<file path="src/rtl/skew_pkg.sv">
package skew_pkg;

    localparam int DLY_W   = 3;
    localparam int N_LINES = 5;
    localparam int CFG_W   = DLY_W * N_LINES;
    localparam int TAPS    = 1 << DLY_W;

    typedef logic [DLY_W-1:0] dly_t;

    // Packed MSB first, so pixel A lands in bits [2:0].
    typedef struct packed {
        dly_t tc;
        dly_t rnd;
        dly_t mix;
        dly_t pix_b;
        dly_t pix_a;
    } dly_cfg_t;

    function automatic dly_cfg_t effective_cfg(input dly_cfg_t stored, input logic force_zero);
        return force_zero ? '0 : stored;
    endfunction

    function automatic dly_cfg_t shift_in_lsb_first(input dly_cfg_t cur, input logic bit_in);
        logic [CFG_W-1:0] raw;
        raw = cur;
        return dly_cfg_t'({bit_in, raw[CFG_W-1:1]});
    endfunction

endpackage

</file>
<file path="src/rtl/skew_serial_sync.sv">
module skew_serial_sync #(
    parameter int STAGES = 2
) (
    input  logic clk,
    input  logic rst,
    input  logic ld_async,
    input  logic dat_async,
    output logic ld_rise,
    output logic dat_bit
);
    logic [STAGES-1:0] ld_sh;
    logic [STAGES-1:0] dat_sh;
    logic              ld_prev;

    always_ff @(posedge clk) begin
        if (rst) begin
            ld_sh   <= '0;
            dat_sh  <= '0;
            ld_prev <= 1'b0;
        end else begin
            ld_sh   <= {ld_sh[STAGES-2:0], ld_async};
            dat_sh  <= {dat_sh[STAGES-2:0], dat_async};
            ld_prev <= ld_sh[STAGES-1];
        end
    end

    assign ld_rise = ld_sh[STAGES-1] & ~ld_prev;
    assign dat_bit = dat_sh[STAGES-1];
endmodule

</file>
<file path="src/rtl/skew_cfg_shift.sv">
module skew_cfg_shift
    import skew_pkg::*;
(
    input  logic     clk,
    input  logic     rst,
    input  logic     step,
    input  logic     bit_in,
    output dly_cfg_t cfg
);
    always_ff @(posedge clk) begin
        if (rst)       cfg <= '0;
        else if (step) cfg <= shift_in_lsb_first(cfg, bit_in);
    end
endmodule

</file>
<file path="src/rtl/skew_tap_line.sv">
module skew_tap_line #(
    parameter int W    = 12,
    parameter int TAPS = 8
) (
    input  logic                    clk,
    input  logic                    rst,
    input  logic [$clog2(TAPS)-1:0] sel,
    input  logic [W-1:0]            din,
    output logic [W-1:0]            dout
);
    localparam int SEL_W = $clog2(TAPS);

    logic [W-1:0] stage [1:TAPS-1];

    always_ff @(posedge clk) begin
        if (rst) begin
            for (int k = 1; k < TAPS; k++) stage[k] <= '0;
        end else begin
            stage[1] <= din;
            for (int k = 2; k < TAPS; k++) stage[k] <= stage[k-1];
        end
    end

    always_comb begin
        dout = din;
        for (int k = 1; k < TAPS; k++)
            if (sel == SEL_W'(k)) dout = stage[k];
    end
endmodule

</file>
<file path="src/rtl/skew_align.sv">
module skew_align
    import skew_pkg::*;
#(
    parameter int PIX_W       = 12,
    parameter int MIX_W       = 12,
    parameter int RND_W       = 2,
    parameter int SYNC_STAGES = 2
) (
    input  logic             clk,
    input  logic             rst,
    input  logic             ld_strobe,
    input  logic             ser_bit,
    input  logic             bypass,
    input  logic [PIX_W-1:0] a_in,
    input  logic [PIX_W-1:0] b_in,
    input  logic [MIX_W-1:0] m_in,
    input  logic [RND_W-1:0] rnd_in,
    input  logic             tc_in,
    output logic [PIX_W-1:0] a_out,
    output logic [PIX_W-1:0] b_out,
    output logic [MIX_W-1:0] m_out,
    output logic [RND_W-1:0] rnd_out,
    output logic             tc_out
);
    logic     ld_rise;
    logic     dat_bit;
    dly_cfg_t cfg_word;
    dly_cfg_t cfg_eff;

    skew_serial_sync #(.STAGES(SYNC_STAGES)) u_sync (
        .clk(clk), .rst(rst), .ld_async(ld_strobe), .dat_async(ser_bit),
        .ld_rise(ld_rise), .dat_bit(dat_bit)
    );

    skew_cfg_shift u_cfg (
        .clk(clk), .rst(rst), .step(ld_rise), .bit_in(dat_bit), .cfg(cfg_word)
    );

    assign cfg_eff = effective_cfg(cfg_word, bypass);

    skew_tap_line #(.W(PIX_W), .TAPS(TAPS)) u_line_a (
        .clk(clk), .rst(rst), .sel(cfg_eff.pix_a), .din(a_in), .dout(a_out)
    );
    skew_tap_line #(.W(PIX_W), .TAPS(TAPS)) u_line_b (
        .clk(clk), .rst(rst), .sel(cfg_eff.pix_b), .din(b_in), .dout(b_out)
    );
    skew_tap_line #(.W(MIX_W), .TAPS(TAPS)) u_line_m (
        .clk(clk), .rst(rst), .sel(cfg_eff.mix), .din(m_in), .dout(m_out)
    );
    skew_tap_line #(.W(RND_W), .TAPS(TAPS)) u_line_r (
        .clk(clk), .rst(rst), .sel(cfg_eff.rnd), .din(rnd_in), .dout(rnd_out)
    );
    skew_tap_line #(.W(1), .TAPS(TAPS)) u_line_t (
        .clk(clk), .rst(rst), .sel(cfg_eff.tc), .din(tc_in), .dout(tc_out)
    );
endmodule

</file>
<file path="config.mk">
export PLATFORM = sky130hd
export DESIGN_NAME = skew_align
export DESIGN_NICKNAME = d
export VERILOG_FILES = /design/src/rtl/skew_pkg.sv /design/src/rtl/skew_serial_sync.sv /design/src/rtl/skew_cfg_shift.sv /design/src/rtl/skew_tap_line.sv /design/src/rtl/skew_align.sv
export SDC_FILE = /design/constraint.sdc
export NUM_CORES = 1
export LEC_CHECK = 0
export BUFFER_PORTS_ARGS = -buffer_cell sky130_fd_sc_hd__clkbuf_2
export CAP_MARGIN = 0
export CORE_ASPECT_RATIO = 0.7
export CORE_MARGIN = 8
export CORE_UTILIZATION = 30
export CTS_CLUSTER_SIZE = 16
export DETAILED_ROUTE_END_ITERATION = 10
export GPL_TIMING_DRIVEN = 1
export HOLD_SLACK_MARGIN = 0.03
export PLACE_DENSITY = 0.47
export SKIP_CTS_REPAIR_TIMING = 1
export SYNTH_ARGS = -nofsm -noshare
export SYNTH_HDL_FRONTEND = slang
export SYNTH_SLANG_ARGS = --single-unit
</file>
<file path="constraint.sdc">
create_clock -name clk -period 1.8 [get_ports clk]
set_input_delay 0.36 -clock clk [delete_from_list [all_inputs] [get_ports clk]]
set_output_delay 0.36 -clock clk [all_outputs]
set_load 0.02 [all_outputs]
</file>
==> results.py <==
metrics = {
    "sta": {
        "hold_violations": 0,
        "finalCritPeriodShare_pct": 134,
        "whs_ns": 0.102,
        "maxSlewHeadroom_pct": 71.8,
        "maxSlewViolCount": 0,
        "layout_setup_ws_ns": -0.618,
        "fin_skew_ns": 0.0155,
        "tightestPinTransition_ns": 0.424,
        "finalCriticalPeriod_ns": 2.42,
        "max_freq_ghz": 0.414,
        "grt_setup_unrepaired": "true",
        "setup_viol": 39,
    },
    "detailed_routing": {
        "drt_pass1_iterations": 4,
        "drc": 0,
        "via_count": 8438,
        "wl_per_cell_um": 16.1,
        "wl_mm": 29.8,
        "ant_nets": 0,
        "drt_iter0_markers": 374,
        "via_per_inst": 4.55,
    },
    "grt": {
        "grt_pass1_wl_mm": 46.5,
        "grt_start_max_net_pins": 50,
        "grt_pass1_vias": 8226,
        "antenna_found_initial": 0,
        "grt.total_usage_pct": 12.3,
        "overflow": 0,
    },
    "floorplanning": {
        "rows": 61,
        "die_h_um": 183,
        "dieArea_sq_um": 46500,
        "coreArea_sq_um": 39500,
        "initial_core_util_pct": 30.2,
        "pin_count": 83,
        "die_w_um": 254,
    },
    "clock_tree": {
        "cts_sinks": 293,
        "cts-htree-levels": 2,
        "clk_pin_slew_ns": 0.07,
        "numCtsBuffers": 34,
        "cts_tree": "done",
        "clkLatencyLatePin_ns": 0.51,
        "cts-root-buf": "clkbuf_16",
        "cts_buffer_depth": 3,
    },
    "finish": {
        "multiInputGateArea_sq_um": 5650,
        "drive_gt1_share_pct": 32.0,
        "post-route-util_pct": 38.9,
        "diodes": 0,
        "seqCellArea_sq_um": 5900,
        "area_growth_pct": 28.8,
        "nets": 1341,
        "stdcell_area_sq_um": 15300,
        "fillers": 3888,
    },
    "yosys": {
        "ys_seq_elements": 293,
        "yosys.area_share.adder_pct": 0,
        "synth-compound-area-share_pct": 12.9,
        "synth_simple_gate_area_share_pct": 21.6,
        "synth_cell_types": 45,
        "synth_xor_area_share_pct": 0,
        "syn-num-nets": 1186,
        "synthMuxAreaShare_pct": 11.4,
        "synth_cells": 1142,
        "synth.cell_area_sq_um": 11900,
        "synth_top_family_by_area": "simple AND/OR/NAND/NOR gates",
        "syn_avg_cell_area_sq_um": 10.4,
        "ys_seq_area_share_pct": 49.2,
        "ys_warn_count": 0,
    },
    "setup_path": {
        "cp.arrival_ns": 2.06,
        "r2r-start": "u_sync.ld_prev$_SDFF_PP0_",
        "path_class": "reg -> out",
        "worst_ep_required_time_ns": 1.44,
        "worstSetupStartpointType": "flip-flop",
        "crit_start": "u_cfg.cfg[4]$_SDFFE_PP0P_",
        "end_kind": "primary output",
        "worst-path-max-fanout": 6,
    },
    "place": {
        "dp_hpwl_mm": 18.9,
        "post_dp_cell_area_sq_um": 13400,
        "place.gp.congestion": 0.742,
        "port-buffer-count": 82,
    },
    "power": {
        "p_leak_nw": 5.82,
        "clkPwrFrac_pct": 48.5,
        "p_sw_share_pct": 22.3,
        "irDropWorstVdd_v": 0.000575,
        "seqPwrFrac_pct": 45.4,
        "p_comb_share_pct": 6.1,
        "cellPowerDensity_nw_per_um2": 959,
        "intPower_mw": 11.4,
        "switching_power_mw": 3.28,
    },
    "job": {
        "cap_violations": 0,
    },
    "status": {
        "status": "complete, but fails checks",
        "violations": "negative setup slack",
    },
    "hold_path": {
        "hp-start": "m_in[7]",
        "hold_path.class": "in -> reg",
    },
}
## flip-flops by register name, indices dropped and copies added (netlist names)
register and count:
u_cfg.cfg 15, u_line_a.stage 84, u_line_b.stage 84, u_line_m.stage 84, u_line_r.stage 14, u_line_t.stage 7
u_sync.dat_sh 2, u_sync.ld_prev 1, u_sync.ld_sh 2
## cells in the final DEF (no fill, tap or decap), types with 2 or more instances in the layout
cell       count
a211o_1        3
a21oi_1       93
a21oi_2       25
a221oi_2       4
buf_12        19
buf_2         11
buf_4         99
buf_6         31
buf_8          2
bufinv_16      3
clkbuf_1       7
clkbuf_16     40
clkbuf_2      50
clkbuf_8      10
clkinv_2       3
dfxtp_1      280
dfxtp_2        4
dfxtp_4        9
inv_1          5
inv_6          2
mux2_2        21
mux2_4        14
mux2i_1        7
mux4_2        37
nand2_1       70
nand2b_1      34
nand3_1       35
nor2_1        13
nor2_2         2
nor2b_1      281
nor3b_4        3
o211ai_1       2
o21ai_0        2
o21ai_1        5
o221ai_1      17
o221ai_2      17
o22a_1        32
o22ai_2        2
or2_2          3
## critical path, stage by stage, from the launching register on
cell and delay [ns]:
dfxtp_4 0.41, buf_6 0.14, mux2_2 0.33, a21oi_1 0.15, o221ai_1 0.12, o22a_1 0.22
clkbuf_2 0.17
## Yosys cell counts, drive strengths merged
| cell | instances | share of area (%) |
|---|---|---|
| or2 | 4 | 0.21 |
| nand2 | 70 | 2.2 |
| a211o | 3 | 0.22 |
| nor4b | 1 | 0.074 |
| nor3 | 2 | 0.084 |
| a221oi | 4 | 0.50 |
| a31oi | 1 | 0.053 |
| o22ai | 4 | 0.21 |
| a211oi | 2 | 0.13 |
| mux2i | 8 | 0.67 |
| buf | 60 | 3.5 |
| o211ai | 2 | 0.13 |
| inv | 6 | 0.19 |
| nor3b | 3 | 0.37 |
| nor2 | 15 | 0.47 |
| nand3 | 35 | 1.5 |
| nand2b | 35 | 1.8 |
| o311ai | 1 | 0.074 |
| o221ai | 34 | 3.1 |
| o21ai | 7 | 0.29 |
| dfxtp | 293 | 49 |
| mux4 | 37 | 7.0 |
| clkbuf | 39 | 1.2 |
| a21oi | 118 | 5.3 |
| nor2b | 282 | 15 |
| a311oi | 1 | 0.074 |
| mux2 | 35 | 3.7 |
| o21bai | 1 | 0.063 |
| o22a | 32 | 2.4 |
| o21a | 1 | 0.063 |
| o2111ai | 2 | 0.15 |
| nor4 | 1 | 0.053 |
| o31ai | 1 | 0.063 |
| nand3b | 1 | 0.063 |
| a32oi | 1 | 0.074 |
## logic make-up (layout without fill, tap and decap cells)
group	Yosys count	in the layout
buffers and inverters	105	284
AND/OR/NAND/NOR	449	449
multiplexers	80	80
flip-flops	293	293
AO/OA/AOI/OAI	215	215
## power by group through the flow
stage	Sequential (mW)	Clock, mW	Combinational [mW]
after floorplan	6.81	0	0.534
after global placement	6.84	0	0.850
after detailed placement	6.83	0	0.852
after CTS	6.69	7.39	0.856
after global routing	6.70	7.69	0.981
final	6.68	7.14	0.899
## cell type report
cell class              instances  share of cell area [%]
clock inverters                 8                   0.799
repair buffers                218                    12.6
inverters                       6                   0.147
clock buffers                  52                    6.77
flip-flops and latches        293                    38.5
well taps                     535                    4.36
multi-input cells             744                    36.8
## path summary, 6_finish.rpt
check / endpoint / slack [ns] / cells after the start
worst max register to register: u_cfg.cfg[9]$_SDFFE_PP0P_ / 0.58 / 4
worst min-delay path: u_line_m.stage[1][7]$_SDFF_PP0_ / 0.10 / 2
worst max-delay path: b_out[2] / -0.62 / 6
worst min register to register: u_cfg.cfg[14]$_SDFFE_PP0P_ / 0.43 / 2
## metal layers
metal	global-route usage (%)	wire [um]	up-vias
met5	0	0	-
met4	3.17	477	0
met3	2.87	1130	38
met2	17.6	12700	95
met1	18.1	15600	4044
li1	-	-	4261
## per-stage QoR
step,worst slack [ns],power [mW],instances,TNS (ns)
2_1_floorplan,0.0361,7.34,1142,0
3_3_place_gp,-0.234,7.69,1760,-7.23
3_5_place_dp,-0.264,7.69,1760,-7.33
4_1_cts,-0.726,14.9,1820,-24.18
5_1_grt,-0.694,15.4,1856,-23.84
6_report,-0.618,14.7,1856,-20.15
No activity file was read; power rests on OpenSTA's default activity.
